## config.mk

```make
export PLATFORM = sky130hd
export DESIGN_NAME = mdio_mgmt_master
export DESIGN_NICKNAME = d
export VERILOG_FILES = /design/src/rtl/mdio_mgmt_pkg.sv /design/src/rtl/mdio_clk_div.sv /design/src/rtl/mdio_frame_shift.sv /design/src/rtl/mdio_mgmt_master.sv
export SDC_FILE = /design/constraint.sdc
export NUM_CORES = 1
export LEC_CHECK = 0
export BUFFER_PORTS_ARGS = -buffer_cell sky130_fd_sc_hd__buf_2
export CORE_MARGIN = 8
export CORE_UTILIZATION = 58
export DETAILED_ROUTE_END_ITERATION = 8
export GPL_TIMING_DRIVEN = 1
export HOLD_SLACK_MARGIN = 0.03
export MAX_ROUTING_LAYER = met4
export PLACE_DENSITY_LB_ADDON = 0.3
export SLEW_MARGIN = 20
export SYNTH_ARGS = -nofsm -noshare
export SYNTH_HDL_FRONTEND = slang
export SYNTH_SLANG_ARGS = --single-unit
```

## constraint.sdc

```tcl
create_clock -name clk -period 2.6 [get_ports clk]
set_input_delay 0.39 -clock clk [delete_from_list [all_inputs] [get_ports clk]]
set_output_delay 0.39 -clock clk [all_outputs]
set_load 0.01 [all_outputs]
```

## src/rtl/mdio_mgmt_pkg.sv

```systemverilog
package mdio_mgmt_pkg;
    localparam int FRAME_BITS = 64;
    localparam int PRE_BITS   = 32;
    localparam int DATA_W     = 16;
    localparam int FIELD_W    = 5;

    localparam logic [7:0] OFF_MODE  = 8'h40;
    localparam logic [7:0] OFF_ADDR  = 8'h44;
    localparam logic [7:0] OFF_WDATA = 8'h48;
    localparam logic [7:0] OFF_RDATA = 8'h4C;
    localparam logic [7:0] OFF_CMD   = 8'h50;

    typedef enum logic [1:0] {
        OP_C45_ADR = 2'b00,
        OP_WR      = 2'b01,
        OP_C22_RD  = 2'b10,
        OP_C45_RD  = 2'b11
    } frame_op_e;

    function automatic frame_op_e pick_op(input logic c45, input logic [1:0] code);
        if (!c45) return (code == 2'd0) ? OP_C22_RD : OP_WR;
        case (code)
            2'd0:    return OP_C45_ADR;
            2'd1:    return OP_WR;
            default: return OP_C45_RD;
        endcase
    endfunction
endpackage

```

## src/rtl/mdio_clk_div.sv

```systemverilog
module mdio_clk_div #(
    parameter int DIV = 8
) (
    input  logic clk,
    input  logic rst_n,
    input  logic en_i,
    output logic mdc_o,
    output logic rise_o,
    output logic fall_o
);
    localparam int HALF = DIV / 2;
    localparam int CW   = $clog2(HALF) + 1;

    typedef struct packed {
        logic [CW-1:0] cnt;
        logic          mdc;
    } div_t;

    div_t q, d;
    logic wrap;

    assign wrap = (q.cnt == CW'(HALF - 1));

    always_comb begin
        d = q;
        if (!en_i) begin
            d = '0;
        end else if (wrap) begin
            d.cnt = '0;
            d.mdc = !q.mdc;
        end else begin
            d.cnt = q.cnt + 1'b1;
        end
    end

    always_ff @(posedge clk) begin
        if (!rst_n) q <= '0;
        else        q <= d;
    end

    assign mdc_o  = q.mdc;
    assign rise_o = en_i && wrap && !q.mdc;
    assign fall_o = en_i && wrap && q.mdc;

    // an MDC level change is always announced by the matching strobe
    p_mdc_strobe_r11: assert property (@(posedge clk) disable iff (!rst_n)
        $rose(mdc_o) |-> $past(rise_o));
endmodule

```

## src/rtl/mdio_frame_shift.sv

```systemverilog
module mdio_frame_shift #(
    parameter int FRAME_BITS = 64,
    parameter int DATA_W     = 16
) (
    input  logic                  clk,
    input  logic                  rst_n,
    input  logic                  start_i,
    input  logic                  rd_i,
    input  logic [FRAME_BITS-1:0] frame_i,
    input  logic                  rise_i,
    input  logic                  fall_i,
    input  logic                  mdio_i,
    output logic                  busy_o,
    output logic                  mdio_o,
    output logic                  mdio_oe,
    output logic                  done_o,
    output logic [DATA_W-1:0]     cap_o
);
    localparam int IDX_W   = $clog2(FRAME_BITS);
    localparam int TA_POS  = FRAME_BITS - DATA_W - 2;
    localparam int DAT_POS = TA_POS + 2;

    typedef struct packed {
        logic                  busy;
        logic                  tail;
        logic                  rd;
        logic                  done;
        logic [IDX_W-1:0]      idx;
        logic [FRAME_BITS-1:0] sh;
        logic [DATA_W-1:0]     cap;
    } shf_t;

    shf_t q, d;

    always_comb begin
        d = q;
        d.done = 1'b0;
        if (!q.busy) begin
            if (start_i) begin
                d.busy = 1'b1;
                d.tail = 1'b0;
                d.rd   = rd_i;
                d.idx  = '0;
                d.sh   = frame_i;
            end
        end else begin
            if (rise_i) begin
                if (q.rd && q.idx >= IDX_W'(DAT_POS))
                    d.cap = {q.cap[DATA_W-2:0], mdio_i};
                if (q.idx == IDX_W'(FRAME_BITS - 1)) begin
                    d.tail = 1'b1;
                    d.done = q.rd;
                end
            end
            if (fall_i) begin
                if (q.tail) begin
                    d.busy = 1'b0;
                    d.tail = 1'b0;
                end else begin
                    d.idx = q.idx + 1'b1;
                    d.sh  = {q.sh[FRAME_BITS-2:0], 1'b1};
                end
            end
        end
    end

    always_ff @(posedge clk) begin
        if (!rst_n) q <= '0;
        else        q <= d;
    end

    assign busy_o  = q.busy;
    assign mdio_o  = q.sh[FRAME_BITS-1];
    assign mdio_oe = q.busy && !(q.rd && q.idx >= IDX_W'(TA_POS));
    assign done_o  = q.done;
    assign cap_o   = q.cap;

    // output bit moves only on a falling MDC strobe or a frame load
    p_shift_on_fall_r12: assert property (@(posedge clk) disable iff (!rst_n)
        !$stable(mdio_o) |-> ($past(fall_i) || $past(start_i)));

    // an accepted start makes the engine busy at bit 0
    p_launch_busy_r9: assert property (@(posedge clk) disable iff (!rst_n)
        (start_i && !busy_o) |=> (busy_o && q.idx == '0));
endmodule

```

## src/rtl/mdio_mgmt_master.sv

```systemverilog
module mdio_mgmt_master
    import mdio_mgmt_pkg::*;
#(
    parameter int DIV    = 8,
    parameter int BUS_AW = 8
) (
    input  logic              clk,
    input  logic              rst_n,
    input  logic              bus_wr_en,
    input  logic [BUS_AW-1:0] bus_addr,
    input  logic [31:0]       bus_wdata,
    output logic [31:0]       bus_rdata,
    output logic              mdc,
    output logic              mdio_o,
    output logic              mdio_oe,
    input  logic              mdio_i
);
    typedef struct packed {
        logic               c45;
        logic [FIELD_W-1:0] port;
        logic [FIELD_W-1:0] num;
        logic [DATA_W-1:0]  wval;
        logic [DATA_W-1:0]  rval;
    } regs_t;

    regs_t q, d;

    logic                  eng_busy, eng_done, rise, fall;
    logic [DATA_W-1:0]     eng_cap;
    logic [FRAME_BITS-1:0] frame;
    logic                  launch, is_rd, code_ok, start_req;
    logic [1:0]            code;
    frame_op_e             op;
    logic [7:0]            off;

    assign off       = 8'(bus_addr);
    assign code      = bus_wdata[1:0];
    assign start_req = bus_wr_en && (off == OFF_CMD) && bus_wdata[8];
    assign code_ok   = q.c45 ? (code != 2'd3) : (code[1] == 1'b0);
    assign launch    = start_req && code_ok && !eng_busy;
    assign op        = pick_op(q.c45, code);
    assign is_rd     = (op == OP_C22_RD) || (op == OP_C45_RD);
    assign frame     = {{PRE_BITS{1'b1}}, (q.c45 ? 2'b00 : 2'b01), op, q.port, q.num,
                        (is_rd ? 2'b11 : 2'b10), (is_rd ? {DATA_W{1'b1}} : q.wval)};

    always_comb begin
        d = q;
        if (bus_wr_en) begin
            case (off)
                OFF_MODE:  d.c45  = bus_wdata[8];
                OFF_ADDR:  begin
                    d.port = bus_wdata[8 +: FIELD_W];
                    d.num  = bus_wdata[FIELD_W-1:0];
                end
                OFF_WDATA: d.wval = bus_wdata[DATA_W-1:0];
                default:   ;
            endcase
        end
        if (eng_done) d.rval = eng_cap;
    end

    always_ff @(posedge clk) begin
        if (!rst_n) q <= '0;
        else        q <= d;
    end

    always_comb begin
        case (off)
            OFF_MODE:  bus_rdata = {23'd0, q.c45, 8'd0};
            OFF_ADDR:  bus_rdata = {19'd0, q.port, 3'd0, q.num};
            OFF_WDATA: bus_rdata = {16'd0, q.wval};
            OFF_RDATA: bus_rdata = {16'd0, q.rval};
            OFF_CMD:   bus_rdata = {15'd0, eng_busy, 16'd0};
            default:   bus_rdata = '0;
        endcase
    end

    mdio_clk_div #(.DIV(DIV)) u_div (
        .clk    (clk),
        .rst_n  (rst_n),
        .en_i   (eng_busy),
        .mdc_o  (mdc),
        .rise_o (rise),
        .fall_o (fall)
    );

    mdio_frame_shift #(.FRAME_BITS(FRAME_BITS), .DATA_W(DATA_W)) u_shf (
        .clk     (clk),
        .rst_n   (rst_n),
        .start_i (launch),
        .rd_i    (is_rd),
        .frame_i (frame),
        .rise_i  (rise),
        .fall_i  (fall),
        .mdio_i  (mdio_i),
        .busy_o  (eng_busy),
        .mdio_o  (mdio_o),
        .mdio_oe (mdio_oe),
        .done_o  (eng_done),
        .cap_o   (eng_cap)
    );

    // MDC is low whenever no frame runs
    p_mdc_idle_r11: assert property (@(posedge clk) disable iff (!rst_n)
        !eng_busy |-> !mdc);

    // the pad is never driven while idle
    p_oe_idle_r11: assert property (@(posedge clk) disable iff (!rst_n)
        mdio_oe |-> eng_busy);

    // read data register only changes when a read frame completes
    p_rval_hold_r4: assert property (@(posedge clk) disable iff (!rst_n)
        !eng_done |=> $stable(q.rval));
endmodule

```

---- Yosys cells after proc, flatten, opt, wreduce, memory -nomap -nowiden ----
Cells that the tools add are included.
W data, S select, Z words.
word-level totals
  register bits after elaboration ......... 137
  bits of input ports ..................... 44
  output and inout bits ................... 35
  logic and storage cells ................. 77
cells by class
  $add $sub $neg .......................... 2
  order comparisons ....................... 2
  eq/ne operators ......................... 13
  multiplexer cells ....................... 18
  bitwise gates (word level) .............. 3
  reductions and logical operators ........ 25
operator list
  kind                   count
  $mux W70               4
  $pmux W17 S5           1
  $eq A8 B7 Y1 const B   5
  $mux W16               1
  $ge A6 B6 Y1 const B   2
  $logic_and A1 B1 Y1    10
  $mux W2                5
  $reduce_and A2 Y1      5
  $add A6 B1 Y6 const B  1
  $eq A6 B6 Y1 const B   1
  $ne A2 B2 Y1 const B   3
  $reduce_and A3 Y1      2
  $mux W1                5
  $eq A2 B2 Y1 const B   2
  $pmux W2 S2            1
  $reduce_and A4 Y1      1
  $add A3 B1 Y3 const B  1
  $eq A3 B2 Y1 const B   1
  $logic_not A1 Y1       3
  $mux W3                1
  $not A1 Y1             3
  $reduce_or A3 Y1       1
  $eq A2 B1 Y1 const B   1
  $logic_not A2 Y1       1
  2 further kinds        2

---- Longest topological paths before layout ----
Gate-level depths: netlist of run 1.
  depth in word-level cells ............... 8
  gate-level depth with buffers ........... 9
  gate-level depth less buffers ........... 6

---- Hierarchy ----
Synthesis of run 1 repeated with hierarchy kept, for this count alone.
unflattened totals
  cells, all modules ...................... 711
  area total of the unflattened synthesis .. 6,713.9 um^2
by module, submodules not included
  module            times used  cells an instance  area each (um^2)  seq. area each (um^2)
  mdio_frame_shift  1           440                4,222.8           1,801.7
  mdio_mgmt_master  1           255                2,333.5           860.8
  mdio_clk_div      1           16                 157.7             80.1

---- Worst setup path after synthesis of run 1 ----
Ideal clock, no wire load.
  path type ............................... input to output
  start point ............................. in bus_addr[2]
  end point ............................... out bus_rdata[10]
  arrival time ............................ 1.706 ns
  required time ........................... 2.210 ns
  slack ................................... 0.504 ns
  cell stages on the path ................. 5
  path buffers ............................ 2
  path through ............................ clkbuf_1 -> buf_1 -> mux2_2 -> a22oi_1 -> nor2_1
on the way
  longest elaborated chain between the ends .. 2
  elaborated cells on any way between the ends .. 6
  classes of those cells .................. eq/ne (5); mux (1)
ends and longest elaborated chain
  element           line                    RTL
  start, declared   mdio_mgmt_master.sv:10  input logic [BUS_AW-1:0] bus_addr,
  $eq A8 B7 Y1      mdio_mgmt_master.sv:68  case (off)
  $pmux W17 S5 (*)  mdio_mgmt_master.sv:68
  end, declared     mdio_mgmt_master.sv:12  output logic [31:0] bus_rdata,
Mark *: on every way between the ends. The rest lies on a longest branch, timed or not.

---- Worst setup path after layout of run 1 ----
  start point ............................. reg u_shf.q (netlist bit u_shf.busy_o)
  end point ............................... out bus_rdata[16]
on the way
  longest elaborated chain between the ends .. 1
ends and longest elaborated chain
  element                 line                    RTL
  start, declared         mdio_frame_shift.sv:33  shf_t q, d;
  start signal, assigned  mdio_frame_shift.sv:68  if (!rst_n) q <= '0;
  start signal, assigned  mdio_frame_shift.sv:69  else q <= d;
  $pmux W17 S5            mdio_mgmt_master.sv:68
No other way between the ends.

==> results.py, run 1 <==
metrics = {
    "run_status": {
        "status": "complete, no violations",
    },
    "clock_network": {
        "clkSinkCount": 137,
        "cts.htree.levels": 4,
        "cts-root-buf": "clkbuf_8",
        "cts_made_buffers": 17,
        "cts_tree": "yes",
        "clk_pin_slew_ns": 0.06,
        "cts_buffer_depth": 2,
        "postCtsSetupRepairBufs": 0,
        "clock_latency_ns": 0.52,
    },
    "cells_and_area": {
        "drive_gt1_share_pct": 17.11,
        "antenna_cells": 0,
        "utilization_pct": 67.49,
        "final_nets": 713,
        "area_growth_pct": 13.96,
        "layout_common_cells": "dfxtp_1 (137), mux2i_1 (78), nor2b_1 (61)",
        "stdcell_count": 814,
        "design_area_um2": 6937,
        "final_common_cell": "dfxtp_1",
    },
    "sta": {
        "period_minus_slack_ns": 2.488,
        "layout_setup_ws_ns": 0.1123,
        "fmax_ghz": 0.4020,
        "setup_violations": 0,
        "fin_setup_tns_ns": 0,
        "slew_violations": 0,
        "min_period_over_period_pct": 95.68,
        "maxSlewHeadroom_pct": 36.76,
        "finalHoldViolCount": 0,
        "clock_skew_ns": 0.01252,
        "max_slew.worst_pin.slew_ns": 0.9474,
        "rsz0062_at_grt": "no",
    },
    "yosys": {
        "synth_edf_count": 0,
        "async_flop_share_pct": 0,
        "synth_seq_area_share_pct": 45.06,
        "synth_ff_type": "dfxtp_1",
        "avgSynthCellArea_um2": 9.541,
        "synth_cell_types": 49,
        "synth_seq_cells": 137,
        "synth_top_area_share_pct": 45.06,
        "syn_area_um2": 6087,
        "syn_inst": 638,
        "yosys_warnings": 0,
        "synth.area.top_cells": "dfxtp_1 (45%), mux2i_1 (13%), nor2b_1 (6.3%), o211a_1 (4.3%), o21ai_0 (3.6%)",
        "yosys.area.top_type": "dfxtp_1",
    },
    "die": {
        "num_io_pins": 79,
        "die_area_um2": 14030,
        "std_cell_rows": 37,
        "die_y_um": 118.4,
        "die_w_um": 118.4,
        "start_util_pct": 59.23,
        "core_um2": 10280,
    },
    "place": {
        "dp.cells": 781,
        "dp_hpwl_mm": 9.220,
        "place_area_um2": 6342,
        "port-buffer-count": 47,
        "place_ws_ns": 0.2422,
        "finalWeightedCongestion": 0.7771,
    },
    "setup_path": {
        "r2r_start": "u_div.q[1]",
        "reg2reg_to": "u_shf.q[41]",
        "worst_ep_arrival_time_ns": 2.10,
        "worstSetupStartpointType": "register",
        "worst_r2r_path_depth": 6,
        "path_class": "register to output port",
        "r2r_setup_slack_ns": 0.55,
        "crit_fanout": 22,
        "end_kind": "output port",
        "critPathLaunch": "u_shf.busy_o",
        "required_ns": 2.21,
    },
    "min_path": {
        "hold_path_depth": 3,
        "holdPathEnd": "u_shf.cap_o[0]",
        "hold_path.class": "input pin to register",
        "hp-start": "mdio_i",
    },
    "global_route": {
        "grtUsageMet3_pct": 5.521,
        "grt_pass1_wl_mm": 23.25,
        "antenna_found_initial": 0,
        "grt_max_degree": 66,
        "use_met2_pct": 32.15,
        "grt_busiest_layer": "met2",
        "use_met1_pct": 25.54,
        "grt_usage_pct": 20.54,
        "first_global_vias": 4629,
        "gr-total-overflow": 0,
    },
    "detailed_routing": {
        "drtAntennaViolNets": 0,
        "remaining_drc_errors": 0,
        "drt_iter0_drc": 387,
        "wl_mm": 13.94,
        "firstDrtPassIters": 4,
        "vias": 4732,
        "viasPerCell": 5.813,
        "routedWlPerCell_um": 17.13,
    },
    "power": {
        "leakage_nw": 2.853,
        "irDropWorstVdd_mv": 0.4582,
        "powerDensity_nw_per_um2": 662.3,
    },
    "flow_run": {
        "drv_cap": 0,
    },
}
-- registers in the layout, indices dropped and copies added, names as in the netlist --
name / cells
u_shf.cap_o: 16
u_shf.done_o: 1
u_shf.q: 71
u_div.q: 3
q: 33
u_shf.mdio_o: 1
frame: 10
u_div.mdc_o: 1
u_shf.busy_o: 1
-- layout make-up --
type	count	area, µm²
flip-flops and latches	137	2743
multi-input cells	439	3032
clock buffers	20	445.4
fillers	817	3341
well taps	136	170.2
repair buffers	65	382.9
clock inverters	12	140.1
inverters	4	18.77
repair inverters	1	5.005
-- how the worst max path moves through the flow --
stage                    endpoint  cells after the start
floorplan           bus_rdata[10]                      5
global placement     bus_rdata[8]                      5
detailed placement   bus_rdata[3]                      5
CTS                 bus_rdata[16]                      4
global route        bus_rdata[16]                      4
finish              bus_rdata[16]                      4
-- stage by stage --
stage / power (mW) / hold slack (ns)
detailed placement: 2.295 / 0.4440
CTS: 4.616 / 0.1200
global route: 4.729 / 0.1259
floorplan: 2.259 / 0.4043
global placement: 2.291 / 0.4145
finish: 4.594 / 0.1299
-- worst max-delay path: stages (launching register included) --
cell and delay, ns:
dfxtp_1 0.35, buf_4 0.32, clkinvlp_4 0.38, nor4_1 0.33, buf_2 0.18
-- synthesized netlist by cell type, drive strengths merged, types with 4 or more instances --
library cell and count:
a22oi 10, buf 29, clkbuf 43, dfxtp 137, ha 4, inv 4
mux2 9, mux2i 78, nand2 12, nand2b 6, nor2 57, nor2b 61
nor3 39, o211a 26, o21ai 61, o32ai 15, or3 4
-- cells by family (layout without fill, tap and decap cells) --
group | count (synthesis) | in the layout | synth area share (%)
buffers and inverters | 76 | 102 | 6.310
flip-flops | 137 | 137 | 45.06
multiplexers | 88 | 88 | 14.86
other | 1 | 15 | 0.06161
XOR/XNOR | 5 | 5 | 0.7196
AO/OA/AOI/OAI | 126 | 126 | 14.72
adder cells (fa/ha/maj) | 4 | 4 | 0.8222
AND/OR/NAND/NOR | 201 | 201 | 17.45
-- timing repair --
item                       4_1_cts  5_1_grt
gates resized for setup          0        1
hold buffers                     0        0
setup endpoints to repair        0        2
-- per-layer routing --
layer | vias to the layer above | share of wire, %
met2 | 123 | 48
li1 | 2286 | -
met3 | 14 | 5.4
met1 | 2309 | 46
met4 | 0 | 1.2
met5 | - | 0
-- where the power goes --
group          internal [mW]  switching (mW)  leakage, nW
Combinational         0.0606          0.0908         1.48
Clock                   1.42           0.917        0.267
Sequential              2.10        0.000878         1.10
Total                   3.59            1.01         2.85
No activity file was read; power rests on OpenSTA's default activity.
==> run 2, diff against run 1 <==
- ABC_AREA: default -> 1
==> results.py, run 2 <==
metrics = {
    "run_status": {
        "status": "complete, no violations",
    },
    "sta": {
        "fin_hold_ws_ns": 0.1173,
        "layout_setup_ws_ns": 0.2442,
        "finalHoldViolCount": 0,
        "max_slew.worst_pin.slew_ns": 0.6736,
        "period_minus_slack_ns": 2.356,
        "fin_setup_tns_ns": 0,
        "fmax_ghz": 0.4245,
        "clock_skew_ns": 0.005726,
        "slew_violations": 0,
        "setup_violations": 0,
        "rsz0062_at_grt": "no",
        "maxSlewHeadroom_pct": 55.09,
        "min_period_over_period_pct": 90.61,
    },
    "cells_and_area": {
        "layout_common_cells": "nand2_1 (169), dfxtp_1 (137), nor2_1 (105)",
        "utilization_pct": 64.87,
        "area_growth_pct": 10.90,
        "final_common_cell": "nand2_1",
        "num-fill-cells": 950,
        "top_register": "u_shf.q",
        "largest_reg_flops": 71,
        "drive_gt1_share_pct": 14.82,
        "final_nets": 912,
        "antenna_cells": 0,
    },
    "detailed_routing": {
        "drtAntennaViolNets": 0,
        "firstDrtPassIters": 5,
        "vias": 5532,
        "remaining_drc_errors": 0,
        "routedWlPerCell_um": 14.85,
        "wl_mm": 15.11,
        "drt_iter0_drc": 620,
        "viasPerCell": 5.440,
    },
    "yosys": {
        "synth_seq_area_share_pct": 43.83,
        "yosys.area.top_type": "dfxtp_1",
        "async_flop_share_pct": 0,
        "synth_ff_type": "dfxtp_1",
        "synth_cell_types": 37,
        "avgSynthCellArea_um2": 7.431,
        "synth_top_area_share_pct": 43.83,
        "synth_seq_cells": 137,
        "synth.area.top_cells": "dfxtp_1 (44%), nand2_1 (10%), nor2_1 (6.3%), o21ai_0 (5.2%), o21bai_1 (4.2%)",
        "synth_edf_count": 0,
        "syn_area_um2": 6257,
        "yosys_warnings": 0,
        "syn_inst": 842,
        "synth_commonest_cells": "nand2_1 (169), dfxtp_1 (137), nor2_1 (105), o21ai_0 (65), inv_1 (64)",
        "synth_most_common_cell": "nand2_1",
    },
    "clock_network": {
        "clock_latency_ns": 0.52,
        "cts_made_buffers": 17,
        "cts-root-buf": "clkbuf_8",
        "cts.htree.levels": 4,
        "clkSinkCount": 137,
        "cts_hold_buf": 0,
        "cts_resized": 0,
        "cts_buffer_depth": 2,
        "postCtsSetupRepairBufs": 0,
        "clk_pin_slew_ns": 0.06,
        "cts_tree": "yes",
    },
    "global_route": {
        "gr-total-overflow": 0,
        "antenna_found_initial": 0,
        "first_global_vias": 5103,
        "grt_pass1_wl_mm": 24.67,
        "grt_max_degree": 74,
        "grt_usage_pct": 21.55,
    },
    "power": {
        "p_total_mw": 4.622,
        "powerDensity_nw_per_um2": 666.0,
        "irDropWorstVdd_mv": 0.7671,
        "leakage_nw": 3.183,
    },
    "die": {
        "core_um2": 10700,
        "std_cell_rows": 38,
        "die_w_um": 119.9,
        "start_util_pct": 58.49,
        "die_y_um": 119.9,
        "num_io_pins": 79,
        "die_area_um2": 14370,
    },
    "setup_path": {
        "crit_fanout": 15,
        "required_ns": 2.21,
        "path_class": "input pin to output port",
        "worst_ep_arrival_time_ns": 1.97,
        "worstSetupStartpointType": "input pin",
        "end_kind": "output port",
    },
    "min_path": {
        "hold_path.class": "input pin to register",
    },
    "place": {
        "finalWeightedCongestion": 0.9709,
        "port-buffer-count": 47,
        "dp_hpwl_mm": 9.772,
        "place_ws_ns": 0.3101,
    },
    "flow_run": {
        "drv_cap": 0,
    },
}
## run 2: routing by layer
metal	share of wire (%)	up-vias	GRT usage [%]
met3	5.9	44	5.073
met1	42	2557	25.11
li1	-	2735	-
met4	3.3	0	10.23
met2	48	196	34.54
met5	0	-	-
## run 2: final cells by class
class / instances / area [µm²] / share of cell area (%)
clock buffer: 20 / 455.4 / 6.563
clock inverter: 12 / 137.6 / 1.983
inverter: 74 / 280.3 / 4.039
multi-input combinational: 580 / 2848 / 41.04
sequential: 137 / 2743 / 39.52
tap: 140 / 175.2 / 2.524
timing repair buffer: 54 / 300.3 / 4.327
## run 2: logic make-up after synthesis
family | after synthesis | share of synthesized area, %
AOI/OAI and AO/OA | 201 | 18.46
xor gates and xnor gates | 2 | 0.2800
adders and majority gates | 4 | 0.7999
buffers and inverters | 139 | 11.50
DFF | 137 | 43.83
other | 1 | 0.05993
and+or+nand+nor | 358 | 25.08
## run 2: stage by stage
step,cells,area (µm²)
after global placement,985,6346
after CTS,1017,6939
final,1017,6939
after detailed placement,985,6346
after global routing,1017,6939
after floorplan,856,6310
## run 2: final timing paths
| path | startpoint | end | slack [ns] | cells past startpoint |
|---|---|---|---|---|
| worst max-delay path | bus_addr[0] | bus_rdata[2] | 0.24 | 9 |
| worst max register to register | u_div.q[1] | u_shf.q[64] | 0.44 | 8 |
| worst min register to register | u_div.q[1] | u_div.q[1] | 0.42 | 1 |
| worst min-delay path | mdio_i | u_shf.cap_o[0] | 0.12 | 3 |
## run 2: critical path, stage by stage
cell and delay, ns:
buf_2 0.10, inv_1 0.04, nand2_1 0.13, nor2_2 0.19
nand2_1 0.14, nor3_4 0.46, nand2_1 0.14, o211ai_1 0.17
buf_2 0.19
## run 2: where the power goes
group / internal (mW) / switching (mW) / leakage [nW]
sequential: 2.10 / 0.000731 / 1.10
combinational: 0.0451 / 0.0991 / 1.79
clock: 1.45 / 0.924 / 0.289
total: 3.60 / 1.02 / 3.18
==> run 3, diff against run 2 <==
- GPL_TIMING_DRIVEN: 1 -> 0
==> results.py, run 3 (synthesis results as in run 2) <==
metrics = {
    "detailed_routing": {
        "vias": 5679,
        "wirelength_met1_mm": 6.925,
        "met2_length_mm": 7.543,
        "viasPerCell": 5.283,
        "wl_met3_mm": 1.074,
        "drtAntennaViolNets": 0,
        "remaining_drc_errors": 0,
        "wl_mm": 15.93,
        "firstDrtPassIters": 6,
        "drt_iter0_drc": 694,
        "top_layer": "met4",
        "routedWlPerCell_um": 14.82,
    },
    "setup_path": {
        "worst_r2r_path_depth": 8,
        "worstSetupStartpointType": "register",
        "worst_ep_arrival_time_ns": 1.87,
        "path_class": "register to output port",
        "r2r_start": "u_div.q[1]",
        "required_ns": 2.21,
        "end_kind": "output port",
        "critPathLaunch": "u_shf.busy_o",
        "crit_fanout": 10,
    },
    "place": {
        "finalWeightedCongestion": 0.9220,
        "port-buffer-count": 47,
        "dp.cells": 1043,
        "dp_hpwl_mm": 11.22,
        "place_area_um2": 6720,
    },
    "sta": {
        "maxSlewHeadroom_pct": 51.32,
        "rsz0062_at_grt": "no",
        "fin_setup_tns_ns": 0,
        "fmax_ghz": 0.4426,
        "slew_violations": 0,
        "finalHoldViolCount": 0,
        "max_slew.worst_pin.slew_ns": 0.7301,
        "setup_violations": 0,
        "clock_skew_ns": 0.009292,
        "period_minus_slack_ns": 2.259,
        "min_period_over_period_pct": 86.90,
    },
    "power": {
        "irDropWorstVdd_mv": 0.5006,
        "clkPwrFrac_pct": 52.1,
        "leakage_nw": 3.393,
        "pwr-share-seq_pct": 44.2,
        "powerDensity_nw_per_um2": 648.0,
        "swShare_pct": 22.38,
        "switching_power_mw": 1.062,
        "p_total_mw": 4.748,
        "p_int_mw": 3.686,
        "pwr-share-comb_pct": 3.7,
    },
    "cells_and_area": {
        "antenna_cells": 0,
        "top_register": "u_shf.q",
        "utilization_pct": 68.49,
        "final_common_cell": "nand2_1",
        "final_nets": 970,
        "area_growth_pct": 17.10,
        "drive_gt1_share_pct": 17.43,
        "design_area_um2": 7327,
        "stdcell_count": 1075,
        "largest_reg_flops": 71,
        "layout_common_cells": "nand2_1 (169), dfxtp_1 (137), nor2_1 (105)",
    },
    "clock_network": {
        "cts.htree.levels": 4,
        "cts_tree": "yes",
        "cts_hold_buf": 0,
        "cts_buffer_depth": 2,
        "postCtsSetupRepairBufs": 0,
        "clock_latency_ns": 0.54,
        "cts_resized": 0,
        "clk_pin_slew_ns": 0.06,
        "cts_made_buffers": 17,
        "cts-root-buf": "clkbuf_8",
        "clkSinkCount": 137,
    },
    "global_route": {
        "grt_usage_pct": 22.98,
        "grt_pass1_wl_mm": 25.40,
        "antenna_found_initial": 0,
        "grt_max_degree": 17,
        "gr-total-overflow": 0,
        "first_global_vias": 5104,
    },
    "die": {
        "num_io_pins": 79,
        "start_util_pct": 58.49,
        "core_um2": 10700,
        "die_area_um2": 14370,
        "std_cell_rows": 38,
        "die_y_um": 119.9,
        "die_w_um": 119.9,
    },
    "run_status": {
        "status": "complete, no violations",
    },
    "min_path": {
        "hp-start": "bus_wdata[7]",
        "hold_path_depth": 3,
        "hold_path.class": "input pin to register",
    },
    "flow_run": {
        "drv_cap": 0,
    },
}
run 3: cell types whose count changed in the layout (fill, tap and decap cells not counted), sizes merged:
cell	change
clkinvlp	-1
bufinv	+1
buf	+34
inv	+1
clkbuf	+23
run 3: metal layers:
layer,up-vias,global-route usage [%]
met4,0,8.587
met3,30,6.811
met2,187,35.49
met1,2605,27.88
li1,2857,-
met5,-,-
run 3: area by class of cell:
| type | count | area (µm²) |
|---|---|---|
| Timing Repair Buffer | 47 | 235.2 |
| Fill cell | 909 | 3371 |
| Sequential cell | 137 | 2743 |
| Clock inverter | 13 | 165.2 |
| Inverter | 74 | 280.3 |
| Clock buffer | 19 | 441.7 |
| Multi-Input combinational cell | 580 | 2848 |
| Buffer | 65 | 439.2 |
| Tap cell | 140 | 175.2 |
run 3: stage by stage:
step                      worst slack (ns)  hold slack, ns
final                               0.3406         0.09852
after global routing                0.2651         0.08088
after CTS                           0.3440         0.07559
after detailed placement            0.4078          0.4171
after global placement              0.4173          0.4146
after floorplan                     0.8622          0.3992
run 3: critical path: stages, from the launching register on:
cell	delay (ns)
dfxtp_1	0.31
buf_6	0.14
inv_4	0.10
clkbuf_1	0.47
nor3_1	0.13
buf_2	0.17
run 3: worst paths after layout:
path                    endpoint  slack, ns
setup / recovery   bus_rdata[16]       0.34
hold / removal             q[23]        0.1
setup reg to reg  u_shf.cap_o[6]       0.68
hold reg to reg       u_div.q[1]       0.43
run 3: power by group through the flow:
stage / Combinational, mW / Sequential [mW] / Clock, mW
6_report: 0.174 / 2.10 / 2.47
5_1_grt: 0.190 / 2.10 / 2.60
4_1_cts: 0.170 / 2.10 / 2.51
3_5_place_dp: 0.168 / 2.15 / 0
3_3_place_gp: 0.168 / 2.15 / 0
2_1_floorplan: 0.110 / 2.15 / 0
